## src/rtl/dram_ctl_pkg.sv

```systemverilog
package dram_ctl_pkg;

  typedef enum logic [3:0] {
    ST_IDLE,
    ST_ARB,
    ST_ROW_STROBE,
    ST_COL_ADDR,
    ST_COL_STROBE,
    ST_FINISH,
    ST_REF_OPEN,
    ST_REF_CLOSE,
    ST_PRECHARGE
  } seq_state_e;

endpackage

```

## src/rtl/dram_refresh_timer.sv

```systemverilog
module dram_refresh_timer #(
  parameter int INTERVAL = 40,
  parameter int NUM_ROWS = 16,
  parameter int ROW_W    = 4
) (
  input  logic             clk,
  input  logic             rst,
  input  logic             ref_done,
  output logic             ref_pending,
  output logic [ROW_W-1:0] ref_row
);

  localparam int CNT_W = (INTERVAL > 1) ? $clog2(INTERVAL) : 1;
  localparam logic [CNT_W-1:0] CNT_LAST = CNT_W'(INTERVAL - 1);
  localparam logic [ROW_W-1:0] ROW_LAST = ROW_W'(NUM_ROWS - 1);

  logic [CNT_W-1:0] tick_cnt;
  logic             tick;

  assign tick = (tick_cnt == CNT_LAST);

  always_ff @(posedge clk) begin
    if (rst) begin
      tick_cnt <= '0;
    end else if (tick) begin
      tick_cnt <= '0;
    end else begin
      tick_cnt <= tick_cnt + 1'b1;
    end
  end

  // a new tick wins over a completion in the same cycle
  always_ff @(posedge clk) begin
    if (rst) begin
      ref_pending <= 1'b0;
    end else if (tick) begin
      ref_pending <= 1'b1;
    end else if (ref_done) begin
      ref_pending <= 1'b0;
    end
  end

  always_ff @(posedge clk) begin
    if (rst) begin
      ref_row <= '0;
    end else if (ref_done) begin
      ref_row <= (ref_row == ROW_LAST) ? '0 : ref_row + 1'b1;
    end
  end


  pending_hold_chk: assert property (@(posedge clk) disable iff (rst)
    (ref_pending && !ref_done) |=> ref_pending)
    else $error("refresh request lost before service");


  row_wrap_chk: assert property (@(posedge clk) disable iff (rst)
    (ref_done && ref_row == ROW_LAST) |=> (ref_row == '0))
    else $error("refresh row did not wrap to zero");


  row_hold_chk: assert property (@(posedge clk) disable iff (rst)
    !ref_done |=> $stable(ref_row))
    else $error("refresh row moved without a refresh");

endmodule

```

## src/rtl/dram_seq.sv

```systemverilog
module dram_seq
  import dram_ctl_pkg::*;
#(
  parameter int ROW_W     = 4,
  parameter int COL_W     = 4,
  parameter int DATA_W    = 8,
  parameter int PRECHARGE = 2
) (
  input  logic                    clk,
  input  logic                    rst,
  input  logic                    host_req,
  input  logic                    host_we,
  input  logic [ROW_W+COL_W-1:0]  host_addr,
  input  logic [DATA_W-1:0]       host_wdata,
  output logic                    host_ready,
  output logic [DATA_W-1:0]       host_rdata,
  output logic                    host_rvalid,
  input  logic                    ref_pending,
  input  logic [ROW_W-1:0]        ref_row,
  output logic                    ref_done,
  output logic                    dram_ras_n,
  output logic                    dram_cas_n,
  output logic                    dram_we_n,
  output logic [((ROW_W > COL_W) ? ROW_W : COL_W)-1:0] dram_addr,
  output logic [DATA_W-1:0]       dram_wdata,
  input  logic [DATA_W-1:0]       dram_rdata
);

  localparam int ADDR_W = ROW_W + COL_W;
  localparam int PIN_W  = (ROW_W > COL_W) ? ROW_W : COL_W;
  localparam int PRE_W  = $clog2(PRECHARGE + 1);
  localparam logic [PRE_W-1:0] PRE_LOAD = PRE_W'(PRECHARGE - 1);

  seq_state_e        state;
  logic              held;
  logic              h_we;
  logic [ADDR_W-1:0] h_addr;
  logic [DATA_W-1:0] h_wdata;
  logic [PRE_W-1:0]  pre_cnt;
  logic [PIN_W-1:0]  row_part;
  logic [PIN_W-1:0]  col_part;

  assign row_part = PIN_W'(h_addr[ADDR_W-1 -: ROW_W]);
  assign col_part = PIN_W'(h_addr[COL_W-1:0]);
  assign ref_done = (state == ST_REF_CLOSE);

  always_ff @(posedge clk) begin
    if (rst) begin
      state       <= ST_IDLE;
      host_ready  <= 1'b1;
      host_rdata  <= '0;
      host_rvalid <= 1'b0;
      dram_ras_n  <= 1'b1;
      dram_cas_n  <= 1'b1;
      dram_we_n   <= 1'b1;
      dram_addr   <= '0;
      dram_wdata  <= '0;
      held        <= 1'b0;
      h_we        <= 1'b0;
      h_addr      <= '0;
      h_wdata     <= '0;
      pre_cnt     <= '0;
    end else begin
      host_rvalid <= 1'b0;
      case (state)
        ST_IDLE: begin
          if (host_req) begin
            held       <= 1'b1;
            h_we       <= host_we;
            h_addr     <= host_addr;
            h_wdata    <= host_wdata;
            host_ready <= 1'b0;
            state      <= ST_ARB;
          end else if (ref_pending) begin
            host_ready <= 1'b0;
            state      <= ST_ARB;
          end
        end
        ST_ARB: begin
          if (ref_pending) begin
            dram_addr <= PIN_W'(ref_row);
            state     <= ST_REF_OPEN;
          end else if (held) begin
            dram_addr <= row_part;
            state     <= ST_ROW_STROBE;
          end else begin
            host_ready <= 1'b1;
            state      <= ST_IDLE;
          end
        end
        ST_ROW_STROBE: begin
          dram_ras_n <= 1'b0;
          state      <= ST_COL_ADDR;
        end
        ST_COL_ADDR: begin
          dram_addr <= col_part;
          state     <= ST_COL_STROBE;
        end
        ST_COL_STROBE: begin
          dram_cas_n <= 1'b0;
          dram_we_n  <= ~h_we;
          dram_wdata <= h_wdata;
          state      <= ST_FINISH;
        end
        ST_FINISH: begin
          dram_ras_n <= 1'b1;
          dram_cas_n <= 1'b1;
          dram_we_n  <= 1'b1;
          if (!h_we) begin
            host_rdata  <= dram_rdata;
            host_rvalid <= 1'b1;
          end
          held    <= 1'b0;
          pre_cnt <= PRE_LOAD;
          state   <= ST_PRECHARGE;
        end
        ST_REF_OPEN: begin
          dram_ras_n <= 1'b0;
          state      <= ST_REF_CLOSE;
        end
        ST_REF_CLOSE: begin
          dram_ras_n <= 1'b1;
          pre_cnt    <= PRE_LOAD;
          state      <= ST_PRECHARGE;
        end
        ST_PRECHARGE: begin
          if (pre_cnt == '0) begin
            if (held || ref_pending) begin
              state <= ST_ARB;
            end else begin
              host_ready <= 1'b1;
              state      <= ST_IDLE;
            end
          end else begin
            pre_cnt <= pre_cnt - 1'b1;
          end
        end
        default: state <= ST_IDLE;
      endcase
    end
  end

  // checker state: consecutive sampled cycles with the row strobe high
  localparam int HC_W = $clog2(PRECHARGE + 2) + 1;
  localparam logic [HC_W-1:0] HC_MIN = HC_W'(PRECHARGE + 1);
  logic [HC_W-1:0] high_cnt;

  always_ff @(posedge clk) begin
    if (rst) begin
      high_cnt <= HC_MIN;
    end else if (!dram_ras_n) begin
      high_cnt <= '0;
    end else if (high_cnt < HC_MIN) begin
      high_cnt <= high_cnt + 1'b1;
    end
  end


  cas_in_row_chk: assert property (@(posedge clk) disable iff (rst)
    !dram_cas_n |-> !dram_ras_n)
    else $error("column strobe active without row strobe");


  ras_fall_clean_chk: assert property (@(posedge clk) disable iff (rst)
    $fell(dram_ras_n) |-> dram_cas_n)
    else $error("row strobe fell with column strobe low");


  busy_not_ready_chk: assert property (@(posedge clk) disable iff (rst)
    (!dram_ras_n || !dram_cas_n) |-> !host_ready)
    else $error("ready high during a memory cycle");


  precharge_gap_chk: assert property (@(posedge clk) disable iff (rst)
    $fell(dram_ras_n) |-> (high_cnt >= HC_MIN))
    else $error("row strobe precharge too short");


  rvalid_pulse_chk: assert property (@(posedge clk) disable iff (rst)
    host_rvalid |=> !host_rvalid)
    else $error("read valid longer than one cycle");


  we_only_in_cas_chk: assert property (@(posedge clk) disable iff (rst)
    !dram_we_n |-> !dram_cas_n)
    else $error("write enable outside a column strobe");

endmodule

```

## src/rtl/dram_ctl.sv

```systemverilog
module dram_ctl #(
  parameter int ROW_W        = 4,
  parameter int COL_W        = 4,
  parameter int DATA_W       = 8,
  parameter int NUM_ROWS     = 16,
  parameter int REF_INTERVAL = 40,
  parameter int PRECHARGE    = 2
) (
  input  logic                   clk,
  input  logic                   rst,
  input  logic                   host_req,
  input  logic                   host_we,
  input  logic [ROW_W+COL_W-1:0] host_addr,
  input  logic [DATA_W-1:0]      host_wdata,
  output logic                   host_ready,
  output logic [DATA_W-1:0]      host_rdata,
  output logic                   host_rvalid,
  output logic                   dram_ras_n,
  output logic                   dram_cas_n,
  output logic                   dram_we_n,
  output logic [((ROW_W > COL_W) ? ROW_W : COL_W)-1:0] dram_addr,
  output logic [DATA_W-1:0]      dram_wdata,
  input  logic [DATA_W-1:0]      dram_rdata
);

  logic             ref_pending;
  logic             ref_done;
  logic [ROW_W-1:0] ref_row;

  dram_refresh_timer #(
    .INTERVAL (REF_INTERVAL),
    .NUM_ROWS (NUM_ROWS),
    .ROW_W    (ROW_W)
  ) u_timer (
    .clk         (clk),
    .rst         (rst),
    .ref_done    (ref_done),
    .ref_pending (ref_pending),
    .ref_row     (ref_row)
  );

  dram_seq #(
    .ROW_W     (ROW_W),
    .COL_W     (COL_W),
    .DATA_W    (DATA_W),
    .PRECHARGE (PRECHARGE)
  ) u_seq (
    .clk         (clk),
    .rst         (rst),
    .host_req    (host_req),
    .host_we     (host_we),
    .host_addr   (host_addr),
    .host_wdata  (host_wdata),
    .host_ready  (host_ready),
    .host_rdata  (host_rdata),
    .host_rvalid (host_rvalid),
    .ref_pending (ref_pending),
    .ref_row     (ref_row),
    .ref_done    (ref_done),
    .dram_ras_n  (dram_ras_n),
    .dram_cas_n  (dram_cas_n),
    .dram_we_n   (dram_we_n),
    .dram_addr   (dram_addr),
    .dram_wdata  (dram_wdata),
    .dram_rdata  (dram_rdata)
  );

endmodule

```

## config.mk

```make
export PLATFORM = sky130hd
export DESIGN_NAME = dram_ctl
export DESIGN_NICKNAME = d
export VERILOG_FILES = /design/src/rtl/dram_ctl_pkg.sv /design/src/rtl/dram_refresh_timer.sv /design/src/rtl/dram_seq.sv /design/src/rtl/dram_ctl.sv
export SDC_FILE = /design/constraint.sdc
export NUM_CORES = 1
export LEC_CHECK = 0
export BUFFER_PORTS_ARGS = -buffer_cell sky130_fd_sc_hd__buf_2
export CAP_MARGIN = 20
export CORE_ASPECT_RATIO = 2
export CORE_MARGIN = 2
export CORE_UTILIZATION = 53
export DETAILED_ROUTE_END_ITERATION = 10
export GPL_TIMING_DRIVEN = 0
export PLACE_DENSITY_LB_ADDON = 0.08
export SYNTH_ARGS = -nofsm -noshare
export SYNTH_HDL_FRONTEND = slang
export SYNTH_SLANG_ARGS = --single-unit
export TNS_END_PERCENT = 1
```

## constraint.sdc

```tcl
create_clock -name clk -period 1.9 [get_ports clk]
set_clock_uncertainty 0.05 [all_clocks]
set_input_delay 0.19 -clock clk [delete_from_list [all_inputs] [get_ports clk]]
set_output_delay 0.19 -clock clk [all_outputs]
set_load 0.05 [all_outputs]
```

==> impl_metrics.yaml <==
run_status:
  run_status: "finished clean"
setup_path:
  cp.required_ns: 2.07
  worstPathMaxFanout: 5
  r2r_start: "u_seq.pre_cnt[0]"
  arrival_ns: 1.96
  startpoint: "u_seq.pre_cnt[0]"
  crit_path_end: "u_seq.host_ready"
  end_kind: "register"
  critPathKind: "reg2reg"
  worstSetupStartpointType: "register"
  worstReg2RegEnd: "u_seq.host_ready"
  ff2ff_path_depth: 6
  r2r_slack_ns: 0.11
global_route:
  met3_usage_pct: 5.36
  grt.overflow.total: 0
  grt_use_met2_pct: 37.6
  use_met1_pct: 27.9
  grt.busiest_layer: "met2"
  grt_pass1_wl_mm: 8.88
  track_usage_pct: 23.0
  grt_pass1_vias: 2004
  grt_antenna_before_repair: 0
  grt_max_degree: 11
synth:
  synth_area_sq_mm: 0.00245
  syn_area_per_cell_sq_um: 8.69
  yosysSeqAreaShare_pct: 49.0
  yosysTopAreaCell: "dfxtp_1"
  synth_edf_count: 0
  syn_nets: 313
  ys_ff_latch: 60
  synth_most_common_cell: "dfxtp_1"
  ys_types: 44
  netlist_instances: 282
  yosysWarnings: 0
  synth_area_leaders: "dfxtp_1 49%, nand2_1 9.0%, a21oi_1 6.7%"
  synth_commonest_cells: "60 x dfxtp_1, 59 x nand2_1, 33 x a21oi_1"
  ys.flop_type: "dfxtp_1"
  synthArstFlopShare_pct: 0
  synth_top_cell_area_share_pct: 49.0
routing:
  vias_per_cell: 5.13
  wl_per_cell_um: 12.9
  firstDrtPassIters: 4
  ant_nets: 0
  drtIter0Drc: 33
  routed_wl_mm: 5.20
  drcViolationCount: 0
  dr_total_vias: 2074
place:
  dp.cells: 389
  gp_congestion: 0.897
  portBuffers: 52
  place_ws_ns: 0.0682
  hpwlAfterDp_mm: 3.75
die:
  die_h_um: 100
  die_x_um: 52.1
  start_util_pct: 54.3
  dieArea_sq_mm: 0.00522
  core_sq_mm: 0.00451
  io_pins: 53
  placementRows: 35
timing:
  grt_setup_unrepaired: "no"
  final.period_utilization_pct: 94.4
  tightest_slew_ns: 0.524
  final_hold_viol_count: 0
  slew_headroom_pct: 65.1
  finalSetupTns_ns: 0
  slew_violations: 0
  fin_crit_ns: 1.79
  max_clock_freq_mhz: 557
  fin_ws_ns: 0.106
  setup_viol_count_final: 0
clock_network:
  ctsLongestPathBuffers: 2
  htreeDepth: 3
  numCtsBuffers: 9
  clk_pin_slew_ns: 0.06
  root_buffer: "clkbuf_8"
  clock_sinks: 60
  clock_latency_ns: 0.33
  cts_tree: "built"
flow_run:
  cap_violations: 0
hold_path:
  holdCritStartpoint: "dram_rdata[0]"
  hold_class: "in2reg"
  whs_path_depth: 3
pwr:
  p_leak_uw: 0.00128
  p_per_area_mw_per_mm2: 859
  vdd_drop_max_mv: 0.618
  power_uw: 2530
final_layout:
  drive_above_1_share_pct: 23.2
  fin_cells: 404
  diodes: 0
  finalNetCount: 376
  fillCellCount: 405
  areaGrowthSynthToFinish_pct: 20.4
how the worst min path moves through the flow:
stage               slack (ns)                  end
floorplan                 0.28      u_seq.h_addr[0]
global placement          0.37  u_seq.host_rdata[4]
detailed placement        0.38  u_seq.host_rdata[0]
CTS                       0.03  u_seq.host_rdata[0]
global route              0.05  u_seq.host_rdata[5]
finish                    0.04  u_seq.host_rdata[0]
cells in the final DEF (no fill, tap or decap), types with 2 or more instances in the layout:
master and n:
xor2_1 3, nand2b_1 9, nor2b_1 2, o21ai_0 5
nor2_1 28, clkinv_2 3, buf_2 57, clkbuf_8 9
o211ai_1 5, buf_6 2, a21oi_1 33, mux2i_1 14
nand3b_1 3, clkbuf_1 11, a211oi_1 2, nand3_1 4
nor4_1 2, dfxtp_1 59, nand4b_1 2, nand2_1 58
xnor2_1 3, clkinvlp_4 2, nor3_1 2, ha_1 3
o21bai_1 2, inv_1 3
routing by layer:
| metal | up-vias | wire, um |
|---|---|---|
| li1 | 1079 | - |
| met1 | 935 | 2270 |
| met2 | 51 | 2630 |
| met3 | 9 | 202 |
| met4 | 0 | 92 |
| met5 | - | 0 |
state kept, by name, indices dropped and copies added (netlist names), 2 cells and up:
signal / cells
u_seq.dram_addr: 4
u_seq.dram_wdata: 8
u_seq.h_addr: 8
u_seq.h_wdata: 8
u_seq.host_rdata: 8
u_seq.pre_cnt: 2
u_seq.state: 4
u_timer.ref_row: 4
u_timer.tick_cnt: 6
kinds of logic after synthesis:
family,synth area share (%)
AO/OA/AOI/OAI,12.5
adder cells (fa/ha/maj),1.53
flip-flops,49.0
AND/OR/NAND/NOR,24.2
multiplexers,6.18
buffers and inverters,4.39
XOR/XNOR,2.14
cell type report:
type | count | area (sq um) | share of cell area [%]
flip-flops and latches | 60 | 1200 | 40.8
clock inverters | 5 | 30.0 | 1.02
clock buffers | 10 | 128 | 4.33
plain buffers | 19 | 96.3 | 3.27
well taps | 55 | 68.8 | 2.33
repair buffers | 52 | 260 | 8.82
multi-input cells | 200 | 1150 | 39.1
inverters | 3 | 11.3 | 0.382
report_power, final:
part	switching, uW	internal, uW
Clock	468	458
Sequential	31.6	1310
Combinational	166	105
critical path, stage by stage (launching register included):
cell and delay (ns):
dfxtp_2 0.35, inv_1 0.05, ha_1 0.18, nand2b_1 0.17
or4_4 0.47, and3_1 0.17, a211o_1 0.26
per-stage QoR:
step	util [%]	hold WS [ns]	cell area, sq um
floorplan	-	0.276	2450
global placement	61.6	0.371	2780
detailed placement	61.6	0.378	2780
CTS	65.1	0.0267	2940
global route	65.4	0.0471	2950
finish	65.4	0.0413	2950
repair_timing:
item	CTS	global route
hold buffers	0	0
hold endpoints to repair	0	0
gates resized for setup	0	3
endpoints found under the setup margin	0	11
setup buffers	0	0
(Power assumes the default switching activity.)
